===== src/rtl/irq_agg_pkg.sv =====
package irq_agg_pkg;
  // Control decisions for one cycle, passed to the datapath
  typedef struct packed {
    logic loadStatus;
    logic setLine;
    logic clrLine;
    logic firePulse;
  } aggStrobes_t;
endpackage


===== src/rtl/irq_agg_ctrl.sv =====
module irq_agg_ctrl
  import irq_agg_pkg::*;
(
  input  logic        raiseValid,
  input  logic        ackValid,
  input  logic        msiEnable,
  input  logic        nextIsZero,
  output aggStrobes_t strobes
);
  always_comb begin
    strobes            = '0;
    strobes.loadStatus = raiseValid | ackValid;
    // pulse mode: one pulse per raise that leaves work pending
    strobes.firePulse  = raiseValid & msiEnable & ~nextIsZero;
    // level mode: raise asserts, emptying acknowledge releases
    strobes.setLine    = raiseValid & ~msiEnable & ~nextIsZero;
    strobes.clrLine    = ackValid & ~msiEnable & nextIsZero;
  end
endmodule


===== src/rtl/irq_agg_datapath.sv =====
module irq_agg_datapath
  import irq_agg_pkg::*;
#(
  parameter int WIDTH = 32
) (
  input  logic             clk,
  input  logic             rstN,
  input  logic             raiseValid,
  input  logic [WIDTH-1:0] raiseMask,
  input  logic             ackValid,
  input  logic [WIDTH-1:0] ackMask,
  input  aggStrobes_t      strobes,
  output logic [WIDTH-1:0] status,
  output logic             nextIsZero,
  output logic             irqLine,
  output logic             msiPulse
);
  localparam logic [WIDTH-1:0] ZERO_WORD = '0;

  logic [WIDTH-1:0] setBits;
  logic [WIDTH-1:0] clrBits;
  logic [WIDTH-1:0] nextStatus;

  always_comb begin
    setBits    = raiseValid ? raiseMask : ZERO_WORD;
    clrBits    = ackValid ? ackMask : ZERO_WORD;
    // clear first, then set: raise wins on overlap
    nextStatus = (status & ~clrBits) | setBits;
    nextIsZero = (nextStatus == ZERO_WORD);
  end

  always_ff @(posedge clk) begin
    if (!rstN) begin
      status   <= '0;
      irqLine  <= 1'b0;
      msiPulse <= 1'b0;
    end else begin
      if (strobes.loadStatus) status <= nextStatus;
      if (strobes.setLine) irqLine <= 1'b1;
      else if (strobes.clrLine) irqLine <= 1'b0;
      msiPulse <= strobes.firePulse;
    end
  end


  raise_sets_chk: assert property (@(posedge clk) disable iff (!rstN)
    raiseValid |=> ((status & $past(raiseMask)) == $past(raiseMask)));


  ack_clears_chk: assert property (@(posedge clk) disable iff (!rstN)
    (ackValid && !raiseValid) |=> ((status & $past(ackMask)) == ZERO_WORD));


  no_raise_no_pulse_chk: assert property (@(posedge clk) disable iff (!rstN)
    !raiseValid |=> !msiPulse);


  line_falls_empty_chk: assert property (@(posedge clk) disable iff (!rstN)
    $fell(irqLine) |-> (status == ZERO_WORD));


  pulse_keeps_line_chk: assert property (@(posedge clk) disable iff (!rstN)
    msiPulse |-> $stable(irqLine));
endmodule


===== src/rtl/irq_status_agg.sv =====
module irq_status_agg
  import irq_agg_pkg::*;
#(
  parameter int WIDTH = 32
) (
  input  logic             clk,
  input  logic             rstN,
  input  logic             raiseValid,
  input  logic [WIDTH-1:0] raiseMask,
  input  logic             ackValid,
  input  logic [WIDTH-1:0] ackMask,
  input  logic             msiEnable,
  output logic [WIDTH-1:0] status,
  output logic             irqLine,
  output logic             msiPulse
);
  aggStrobes_t strobes;
  logic        nextIsZero;

  irq_agg_ctrl uCtrl (
    .raiseValid(raiseValid),
    .ackValid  (ackValid),
    .msiEnable (msiEnable),
    .nextIsZero(nextIsZero),
    .strobes   (strobes)
  );

  irq_agg_datapath #(.WIDTH(WIDTH)) uData (
    .clk       (clk),
    .rstN      (rstN),
    .raiseValid(raiseValid),
    .raiseMask (raiseMask),
    .ackValid  (ackValid),
    .ackMask   (ackMask),
    .strobes   (strobes),
    .status    (status),
    .nextIsZero(nextIsZero),
    .irqLine   (irqLine),
    .msiPulse  (msiPulse)
  );
endmodule


===== config.mk =====
export PLATFORM = sky130hd
export DESIGN_NAME = irq_status_agg
export DESIGN_NICKNAME = d
export VERILOG_FILES = /design/src/rtl/irq_agg_pkg.sv /design/src/rtl/irq_agg_ctrl.sv /design/src/rtl/irq_agg_datapath.sv /design/src/rtl/irq_status_agg.sv
export SDC_FILE = /design/constraint.sdc
export NUM_CORES = 1
export LEC_CHECK = 0
export BUFFER_PORTS_ARGS = -buffer_cell sky130_fd_sc_hd__buf_2
export CAP_MARGIN = 40
export CORE_MARGIN = 2
export CORE_UTILIZATION = 30
export CTS_CLUSTER_DIAMETER = 150
export DETAILED_ROUTE_END_ITERATION = 10
export GPL_TIMING_DRIVEN = 0
export SETUP_SLACK_MARGIN = 0.02
export SYNTH_ARGS = -nofsm -noshare
export SYNTH_HDL_FRONTEND = slang
export SYNTH_SLANG_ARGS = --single-unit

===== constraint.sdc =====
create_clock -name clk -period 1.15 [get_ports clk]
set_input_delay 0.1725 -clock clk [delete_from_list [all_inputs] [get_ports clk]]
set_output_delay 0.1725 -clock clk [all_outputs]
set_load 0.005 [all_outputs]

==> flow_summary_export.csv <==
group,metric,value,unit
clock_tree,cts_tree,"done",
sta,skew,0.00446,ns
global_routing,grt-ovfl-total,0,
finish,mostFrequentLayoutCell,"buf_2",
sta,whs,0.163,ns
worst_setup_path,arrival,1.40,ns
synthesis,synth_fa_ha_area_share,0,%
sta,setup_violations,2,
worst_setup_path,reg2regPathDepth,4,
finish,diodes,0,
global_routing,grt.total_usage,15.1,%
worst_setup_path,critPathBufInv,0,
placement,place_ws,-0.311,ns
run_status,violations,"negative setup slack",
global_routing,grt_max_degree,11,
placement,dp_hpwl,3.06,mm
power_and_ir_drop,clkPwrFrac,30.6,%
global_routing,grt_pass1_vias,1443,
sta,fin_crit_sh,109,%
floorplanning,rows,25,
worst_setup_path,path_class,"flip-flop to flip-flop",
floorplanning,ioPinCount,103,
worst_setup_path,required,1.30,ns
synthesis,netlist-cell-type-count,17,
hold_path,whs_path_depth,3,
finish,fin_nets,335,
sta,fin_ws,-0.0994,ns
floorplanning,fp.dieH,73.8,um
drt,drtIter0Drc,59,
worst_setup_path,slowest_stage,"dfxtp_1",
worst_setup_path,worstSetupStartpointType,"flip-flop",
worst_setup_path,r2r-start,"uData.status[21]",
global_routing,grt_pass1_wl,6.23,mm
synthesis,synthesis.area,1460,um2
run_status,outcome,"complete, but fails checks",
sta,hold_viol,0,
sta,fmax,800,MHz
sta,min_period,1.25,ns
floorplanning,initial_core_util,30.9,%
worst_setup_path,path_cells,"a22oi_1 > nand4_1 > nor4_4 > a31oi_1",
clock_tree,clk_pin_slew_worst_paths,0.06,ns
worst_setup_path,crit_family,"simple AND/OR/NAND/NOR gates",
synthesis,syn_inst,158,
placement,gp_congestion,0.673,
clock_tree,cts.sinks,34,
drt,routed_via_density,4.51,
synthesis,avgSynthCellArea,9.25,um2
sta,grt_setup_unrepaired,"true",
finish,syn_to_final_growth,55.6,%
worst_setup_path,cp_max_fo,2,
floorplanning,core_region_area,4720,um2
synthesis,synthSimpleGateAreaFrac,28.8,%
global_routing,antenna_found_initial,0,
clock_tree,cts-buffers-inserted,5,
synthesis,synth_top_family_by_area,"simple AND/OR/NAND/NOR gates",
power_and_ir_drop,intPower,1.96,mW
drt,ant_nets,0,
sta,worst_pin_slew,0.395,ns
finish,drive_gt1_share,53.4,%
synthesis,synth-xor-area-share,0,%
clock_tree,root_buffer,"clkbuf_8",
hold_path,hp-start,"msiEnable",
power_and_ir_drop,ir_worst_vdd,589,uV
floorplanning,die_area,5450,um2
power_and_ir_drop,p_leak,1.09,nW
worst_setup_path,critPathCaptureType,"flip-flop",
drt,dr.pass1.iters,4,
power_and_ir_drop,p_per_area,1160,nW/um2
drt,drc,0,
finish,final_cell_mix,"buf_2, dfxtp_1, nand2_1, a22oi_2, nor2b_1",
power_and_ir_drop,p_comb_share,20.3,%
power_and_ir_drop,switchingPower,0.682,mW
synthesis,seq_area_frac_synth,46.6,%
synthesis,synth_seq_cells,34,
floorplanning,die_w,73.8,um
placement,numPortBuffers,100,
worst_setup_path,r2r_end,"uData.irqLine",
clock_tree,hold_buffers,0,
clock_tree,clock_path_buffers,2,
synthesis,synth_fp_nets,227,
power_and_ir_drop,sw_frac_of_total,25.8,%
clock_tree,htreeDepth,2,
worst_setup_path,r2r_setup_slack,-0.1,ns
hold_path,hold_path_class,"input port to flip-flop",
hold_path,worst_hold_path.endpoint,"uData.msiPulse",
drt,wire_per_inst,11.9,um
drt,wl,3.98,mm
flow_run,maxCapViolations,0,
sta,drv_slew,0,
synthesis,synthMuxAreaShare,0,%
clock_tree,insertion_delay,0.28,ns
drt,vias,1501,
sta,slew_headroom,73.7,%
power_and_ir_drop,pwr-share-seq,49.1,%
worst_setup_path,cpPeakStageDelay,0.32,ns
synthesis,synth_warnings,0,
synthesis,synth_compound_area_share,17.9,%
-- sequential cells by signal (all words and copies together) (netlist names) --
register / cells
uData.irqLine: 1
uData.msiPulse: 1
uData.status: 32
-- synth_stat cells --
master / instances / area, um2
a21oi_1: 1 / 5.00
a22oi_1: 32 / 240
a31oi_1: 1 / 6.26
and2b_1: 11 / 82.6
buf_2: 1 / 5.00
buf_4: 1 / 7.51
buf_6: 5 / 56.3
buf_8: 1 / 15.0
clkbuf_1: 3 / 11.3
dfxtp_1: 34 / 681
inv_1: 1 / 3.75
nand2_1: 32 / 120
nand3_1: 1 / 5.00
nand4_1: 8 / 50.1
nor2b_1: 22 / 138
nor4_2: 2 / 25.0
o21ai_0: 2 / 10.0
-- metrics by stage --
step / area [um2] / util (%) / power (mW) / setup TNS, ns / cells
floorplan: 1470 / - / 1.56 / -0.151 / 158
global placement: 2050 / 43.4 / 1.79 / -0.583 / 325
detailed placement: 2050 / 43.4 / 1.80 / -0.605 / 325
CTS: 2230 / 47.3 / 2.66 / -0.122 / 332
global route: 2270 / 48.1 / 2.79 / -0.296 / 333
finish: 2270 / 48.1 / 2.64 / -0.176 / 333
-- worst register-to-register path, stage by stage (launching register included) --
cell     delay, ns
dfxtp_1       0.32
a22oi_1       0.20
nand4_1       0.22
nor4_4        0.28
a31oi_1       0.11
-- cells by family (layout without fill, tap and decap cells) --
kind of cell           after synthesis  after routing
AO/OA/AOI/OAI                       36             36
AND/OR/NAND/NOR                     76             76
flip-flops                          34             34
buffers and inverters               12            120
-- worst max-delay path by stage --
stage                                start       endpoint  slack, ns  cells after the start
final                     uData.status[21]  uData.irqLine       -0.1                      4
after global routing       uData.status[4]  uData.irqLine      -0.17                      4
after CTS                 uData.status[11]  uData.irqLine      -0.07                      4
after detailed placement          ackValid  uData.irqLine      -0.31                      7
after global placement            ackValid  uData.irqLine      -0.30                      7
after floorplan                 raiseValid  uData.irqLine      -0.08                      6
-- routing by layer --
metal / global-route usage [%] / share of wire (%) / up-vias
met4: 4.24 / 1.1 / 0
met5: 0 / 0 / -
met2: 25.4 / 46 / 65
met3: 4.66 / 7.3 / 5
li1: - / - / 774
met1: 18.7 / 46 / 657
-- final cells by class --
cell class / instances / area [um2]
well taps: 67 / 83.8
plain buffers: 11 / 95.1
flip-flops and latches: 34 / 682
inverters: 1 / 3.75
fillers: 458 / 2450
clock buffers: 7 / 76.3
multi-input cells: 112 / 825
repair buffers: 101 / 508
-- power by group through the flow --
| stage | Sequential [mW] | Combinational (mW) | Clock, mW |
|---|---|---|---|
| floorplan | 1.32 | 0.237 | 0 |
| global placement | 1.31 | 0.479 | 0 |
| detailed placement | 1.31 | 0.483 | 0 |
| CTS | 1.30 | 0.526 | 0.837 |
| global route | 1.30 | 0.600 | 0.887 |
| finish | 1.30 | 0.537 | 0.807 |
-- timing repair --
item | CTS | global route
setup endpoints to repair | 2 | 2
pin swaps | 26 | 7
setup buffers | 0 | 1
resized for setup | 21 | 6
endpoints found under the hold margin | 0 | 0
Note: power is estimated with default switching activity, not from simulation.
